<file path="src/rtl/qb_port_pkg.sv">
package qb_port_pkg;

  typedef enum logic [1:0] {
    BIT_NONE = 2'b00,
    BIT_SET  = 2'b01,
    BIT_CLR  = 2'b10,
    BIT_INV  = 2'b11
  } bit_op_e;

  typedef enum logic [1:0] {
    RMW_NONE = 2'b00,
    RMW_AND  = 2'b01,
    RMW_OR   = 2'b10,
    RMW_XOR  = 2'b11
  } rmw_op_e;

  typedef struct packed {
    logic       ldByte;
    logic       ldBit;
    logic       ldRmw;
    logic [1:0] bitKind;
    logic [1:0] rmwKind;
  } strobe_t;

endpackage

</file>
<file path="src/rtl/qb_port_ctrl.sv">
module qb_port_ctrl
  import qb_port_pkg::*;
(
  input  logic       wrByte,
  input  logic [1:0] bitOp,
  input  logic [1:0] rmwOp,
  output strobe_t    stb
);

  always_comb begin
    stb = '0;
    if (wrByte) begin
      stb.ldByte = 1'b1;
    end else if (bitOp != BIT_NONE) begin
      stb.ldBit   = 1'b1;
      stb.bitKind = bitOp;
    end else if (rmwOp != RMW_NONE) begin
      stb.ldRmw   = 1'b1;
      stb.rmwKind = rmwOp;
    end
  end

  always_comb begin

    one_update_chk: assert ($onehot0({stb.ldByte, stb.ldBit, stb.ldRmw}));

    byte_wins_chk: assert (!wrByte || (stb.ldByte && !stb.ldBit && !stb.ldRmw));
  end

endmodule

</file>
<file path="src/rtl/qb_port_dp.sv">
module qb_port_dp
  import qb_port_pkg::*;
#(
  parameter int WIDTH      = 8,
  parameter int IDXW       = 3,
  parameter bit HAS_PULLUP = 1'b1
) (
  input  logic             clk,
  input  logic             rst_n,
  input  strobe_t          stb,
  input  logic [WIDTH-1:0] wData,
  input  logic [IDXW-1:0]  bitIdx,
  input  logic [WIDTH-1:0] operand,
  input  logic             rdPin,
  input  logic [WIDTH-1:0] padIn,
  output logic [WIDTH-1:0] latchQ,
  output logic [WIDTH-1:0] padOe,
  output logic [WIDTH-1:0] padPu,
  output logic [WIDTH-1:0] pinData,
  output logic             pinBit
);

  localparam logic [WIDTH-1:0] ONE_LSB = {{(WIDTH-1){1'b0}}, 1'b1};

  logic [WIDTH-1:0] latchR, latchNext, bitMask;
  logic [WIDTH-1:0] syncA, syncB;
  logic [1:0]       upCnt;

  assign bitMask = ONE_LSB << bitIdx;

  always_comb begin
    latchNext = latchR;
    if (stb.ldByte) begin
      latchNext = wData;
    end else if (stb.ldBit) begin
      unique case (stb.bitKind)
        BIT_SET: latchNext = latchR | bitMask;
        BIT_CLR: latchNext = latchR & ~bitMask;
        BIT_INV: latchNext = latchR ^ bitMask;
        default: latchNext = latchR;
      endcase
    end else if (stb.ldRmw) begin
      unique case (stb.rmwKind)
        RMW_AND: latchNext = latchR & operand;
        RMW_OR:  latchNext = latchR | operand;
        RMW_XOR: latchNext = latchR ^ operand;
        default: latchNext = latchR;
      endcase
    end
  end

  always_ff @(posedge clk or negedge rst_n) begin
    if (!rst_n) latchR <= '1;
    else        latchR <= latchNext;
  end

  always_ff @(posedge clk or negedge rst_n) begin
    if (!rst_n) begin
      syncA <= '1;
      syncB <= '1;
    end else begin
      syncA <= padIn;
      syncB <= syncA;
    end
  end

  always_ff @(posedge clk or negedge rst_n) begin
    if (!rst_n)              upCnt <= '0;
    else if (upCnt != 2'd2)  upCnt <= upCnt + 2'd1;
  end

  assign latchQ  = latchR;
  assign padOe   = ~latchR;
  assign pinData = rdPin ? syncB : '0;
  assign pinBit  = rdPin & syncB[bitIdx];

  generate
    if (HAS_PULLUP) begin : g_pull
      assign padPu = latchR;
    end else begin : g_float
      assign padPu = '0;
    end
  endgenerate


  byte_load_chk: assert property (@(posedge clk) disable iff (!rst_n)
    stb.ldByte |=> latchR == $past(wData));


  single_bit_chk: assert property (@(posedge clk) disable iff (!rst_n)
    stb.ldBit |=> $countones(latchR ^ $past(latchR)) <= 1);


  latch_hold_chk: assert property (@(posedge clk) disable iff (!rst_n)
    !(stb.ldByte || stb.ldBit || stb.ldRmw) |=> $stable(latchR));


  two_stage_chk: assert property (@(posedge clk) disable iff (!rst_n)
    (upCnt == 2'd2) |-> syncB == $past(padIn, 2));

endmodule

</file>
<file path="src/rtl/qb_port.sv">
module qb_port
  import qb_port_pkg::*;
#(
  parameter int WIDTH       = 8,
  parameter bit HAS_PULLUP  = 1'b1,
  localparam int IDXW       = $clog2(WIDTH)
) (
  input  logic             clk,
  input  logic             rst_n,
  input  logic             wrByte,
  input  logic [WIDTH-1:0] wData,
  input  logic [1:0]       bitOp,
  input  logic [IDXW-1:0]  bitIdx,
  input  logic [1:0]       rmwOp,
  input  logic [WIDTH-1:0] operand,
  input  logic             rdPin,
  output logic [WIDTH-1:0] pinData,
  output logic             pinBit,
  output logic [WIDTH-1:0] latchQ,
  input  logic [WIDTH-1:0] padIn,
  output logic [WIDTH-1:0] padOe,
  output logic [WIDTH-1:0] padPu
);

  strobe_t stb;

  qb_port_ctrl u_ctrl (
    .wrByte (wrByte),
    .bitOp  (bitOp),
    .rmwOp  (rmwOp),
    .stb    (stb)
  );

  qb_port_dp #(
    .WIDTH      (WIDTH),
    .IDXW       (IDXW),
    .HAS_PULLUP (HAS_PULLUP)
  ) u_dp (
    .clk     (clk),
    .rst_n   (rst_n),
    .stb     (stb),
    .wData   (wData),
    .bitIdx  (bitIdx),
    .operand (operand),
    .rdPin   (rdPin),
    .padIn   (padIn),
    .latchQ  (latchQ),
    .padOe   (padOe),
    .padPu   (padPu),
    .pinData (pinData),
    .pinBit  (pinBit)
  );

endmodule

</file>
<file path="config.mk">
export PLATFORM = sky130hd
export DESIGN_NAME = qb_port
export DESIGN_NICKNAME = d
export VERILOG_FILES = /design/src/rtl/qb_port_pkg.sv /design/src/rtl/qb_port_ctrl.sv /design/src/rtl/qb_port_dp.sv /design/src/rtl/qb_port.sv
export SDC_FILE = /design/constraint.sdc
export NUM_CORES = 1
export LEC_CHECK = 0
export BUFFER_PORTS_ARGS = -buffer_cell sky130_fd_sc_hd__buf_2
export CAP_MARGIN = 30
export CORE_AREA = 2 2 65 67
export CTS_BUF_LIST = sky130_fd_sc_hd__clkbuf_4
export CTS_CLUSTER_DIAMETER = 60
export DETAILED_ROUTE_END_ITERATION = 12
export DIE_AREA = 0 0 67 69
export GPL_ROUTABILITY_DRIVEN = 1
export PLACE_DENSITY = 0.8
export SLEW_MARGIN = 30
export SYNTH_ARGS = -nofsm -noshare
export SYNTH_HDL_FRONTEND = slang
export SYNTH_SLANG_ARGS = --single-unit
</file>
<file path="constraint.sdc">
create_clock -name clk -period 2.1 [get_ports clk]
set_clock_uncertainty 0.1 [all_clocks]
set_input_delay 0.315 -clock clk [delete_from_list [all_inputs] [get_ports clk]]
set_output_delay 0.315 -clock clk [all_outputs]
set_load 0.01 [all_outputs]
</file>
==> run_results.csv <==
group,metric,value,unit
logic_synthesis,yosysTopAreaCell,"dfstp_2",
global_route,grt_max_degree,25,
global_route,grt_pass1_vias,1705,
floorplan,core,3910,sq um
logic_synthesis,synth_nets,272,
drt,m1WireLength,2000,um
setup_path,max_stage_delay,460,ps
drt,antenna_left,0,
placed_design,placed_cell_area,2320,sq um
sta,period_needed,1900,ps
setup_path,crit_arrival,1490,ps
setup_path,critPathSlowestCell,"mux4_2",
clock_network,cts_inserted_buffers,3,
layout,syn_to_final_growth,24.5,%
setup_path,cp_top_family,"multiplexers",
clock_network,path_clk_slew,140,ps
layout,final_nets,343,
sta,worst_pin_slew,622,ps
drt,routed-wl-met3,174,um
drt,highest_layer,"met4",
drt,first_pass_iters,4,
placed_design,place.gp.congestion,0.796,
clock_network,cts_root_buffer,"clkbuf_4",
layout,seqCellArea,631,sq um
pwr,p_leak,1.23,nW
logic_synthesis,ys_seq_elements,24,
global_route,grt_pass1_wl,7800,um
floorplan,die_w,67,um
drt,wl_per_cell,14.4,um
layout,multi_input_area,1130,sq um
sta,setup_viol,0,
setup_path,path_max_fanout,2,
logic_synthesis,synth.area.top_cells,"dfstp_2, ha_1, a21oi_1, and2_1, nor2b_1",
layout,fillers,352,
logic_synthesis,syn_avg_cell_area,9.70,sq um
global_route,grt_antenna_before_repair,0,
clock_network,cts_sinks,24,
sta,slew_violations,0,
floorplan,initial_utilization,0.503,
sta,holdWs,162,ps
floorplan,ioPinCount,68,
placed_design,place_hpwl,3490,um
drt,wirelength,4640,um
sta,tns,0,ps
flow_run,maxCapViolCount,0,
logic_synthesis,synth_cell_types,28,
logic_synthesis,yosys.area.top_type_share,0.320,
drt,vias,1703,
sta,slew_headroom,0.583,
global_route,grt_usage,0.214,
clock_network,htree_levels,1,
clock_network,ctsResizeCount,0,
min_path,min_path_type,"in2async",
logic_synthesis,netlist_area,1970,sq um
setup_path,worstSetupEndpointType,"primary output",
outcome,status,"finished clean",
global_route,grt_overflow,0,
setup_path,cp.required,1680,ps
layout,drive_gt1_frac,0.414,
setup_path,rr_endpoint,"u_dp.latchQ[5]",
clock_network,clk-insertion-delay-late,310,ps
layout,diodes,0,
setup_path,path_cells,"mux4_2 > nand3b_1 > nand2_1 > buf_2",
sta,fin_crit_sh,0.906,
floorplan,die_area,4620,sq um
logic_synthesis,ys_seq_area_frac,0.320,
setup_path,worst_setup_path_start_kind,"register",
drt,wl_met2,2380,um
setup_path,reg2reg_slack,230,ps
setup_path,r2r-start,"u_dp.latchQ[5]",
sta,max_freq,526,MHz
layout,final_area,2450,sq um
logic_synthesis,ys_warn_count,0,
sta,rsz0062_at_grt,"no",
drt,detail_route.iter0.violations,44,
sta,hold_viol,0,
clock_network,clk_path_buf_depth,2,
setup_path,worstPathBufferInverterCount,1,
setup_path,path_class,"reg2out",
logic_synthesis,netlist_instances,203,
drt,drc_errors,0,
pwr,p_per_area,542,nW/um^2
floorplan,die_h,69,um
clock_network,cts_tree,"done",
placed_design,numPortBuffers,67,
drt,drt-vias-per-instance,5.27,
floorplan,row_count,23,
setup_path,reg2regPathDepth,6,
pwr,peakVddDrop,0.359,mV
-- registers in the layout, indices dropped and copies added, names as in the netlist --
signal,cells
u_dp.latchQ,8
u_dp.syncB,8
u_dp.syncA,8
-- cells in the final DEF (no fill, tap or decap) --
cell type      Yosys  layout
ha_1              34      34
or3_1              2       2
dlygate4sd3_1      0       8
and2_1            15      15
mux4_2             2       2
a211oi_1           2       2
o22a_1             9       9
a21oi_1           21      21
o21ai_0            5       5
buf_2              6      67
a211oi_2           1       1
nand2b_1           1       1
or3b_2             1       1
a221oi_1           8       8
inv_1             20      20
nor3_1             1       1
nor2b_1           14      14
clkbuf_4           1       3
nand3b_1           4       4
nand3_1            2       2
nor3b_1            3       3
nor2_1             8       8
dfstp_2           24      24
buf_4              8      11
bufinv_16          0       1
mux2_2             2       2
mux2_4             1       1
nand2_1            3       3
-- metrics by stage --
| step | worst slack [ps] | utilization | std cells | power [mW] |
|---|---|---|---|---|
| 2_1_floorplan | 43.8 | - | 203 | 0.835 |
| 3_3_place_gp | -29.7 | 0.592 | 311 | 0.967 |
| 3_5_place_dp | -150 | 0.592 | 311 | 0.986 |
| 4_1_cts | 195 | 0.626 | 323 | 1.34 |
| 5_1_grt | 89.9 | 0.626 | 323 | 1.42 |
| 6_report | 198 | 0.626 | 323 | 1.33 |
-- layout make-up --
| class | instances | area share |
|---|---|---|
| Clock buffer | 3 | 0.00919 |
| Clock inverter | 1 | 0.0123 |
| Inverter | 20 | 0.0306 |
| Multi-Input combinational cell | 139 | 0.462 |
| Sequential cell | 24 | 0.257 |
| Tap cell | 50 | 0.0255 |
| Timing Repair Buffer | 86 | 0.203 |
-- logic make-up (layout without fill, tap and decap cells) --
group | after synthesis | in the layout | share of synthesized area
and+or+nand+nor | 54 | 54 | 0.161
DFF | 24 | 24 | 0.320
AOI/OAI and AO/OA | 46 | 46 | 0.156
buffers and inverters | 40 | 110 | 0.105
adders and majority gates | 34 | 34 | 0.216
muxes | 5 | 5 | 0.0419
-- report_power, final --
group / total [mW] / switching (mW) / internal (mW)
logic: 0.427 / 0.221 / 0.205
registers: 0.563 / 0.0365 / 0.527
clock network: 0.339 / 0.146 / 0.193
-- synth_stat cells --
| cell | instances |
|---|---|
| ha_1 | 34 |
| dfstp_2 | 24 |
| a21oi_1 | 21 |
| inv_1 | 20 |
| and2_1 | 15 |
| nor2b_1 | 14 |
| o22a_1 | 9 |
| a221oi_1 | 8 |
| buf_4 | 8 |
| nor2_1 | 8 |
| buf_2 | 6 |
| o21ai_0 | 5 |
| nand3b_1 | 4 |
| clkbuf_1 | 3 |
| nand2_1 | 3 |
| nor3b_1 | 3 |
| a211oi_1 | 2 |
| buf_6 | 2 |
| mux2_2 | 2 |
| mux4_2 | 2 |
| nand3_1 | 2 |
| or3_1 | 2 |
| a211oi_2 | 1 |
| clkbuf_4 | 1 |
| mux2_4 | 1 |
| nand2b_1 | 1 |
| nor3_1 | 1 |
| or3b_2 | 1 |
-- timing repair --
action / CTS / global route
setup buffers: 0 / 0
hold buffers: 8 / 0
endpoints found under the setup margin: 0 / 0
endpoints found under the hold margin: 8 / 0
-- worst max-delay path by stage --
stage	from	endpoint	cells after the start
after floorplan	wrByte	u_dp.latchQ[6]	9
after global placement	wrByte	u_dp.latchQ[4]	9
after detailed placement	wrByte	u_dp.latchQ[5]	9
after CTS	u_dp.syncB[3]	pinBit	4
after global routing	wrByte	u_dp.latchQ[1]	9
final	u_dp.syncB[3]	pinBit	4
-- routing by layer --
| metal | up-vias | GRT usage |
|---|---|---|
| met5 | - | 0 |
| met4 | 0 | 0.0567 |
| met3 | 11 | 0.0424 |
| met2 | 38 | 0.374 |
| met1 | 825 | 0.264 |
| li1 | 829 | - |
Power figures use the tool's default switching activity.
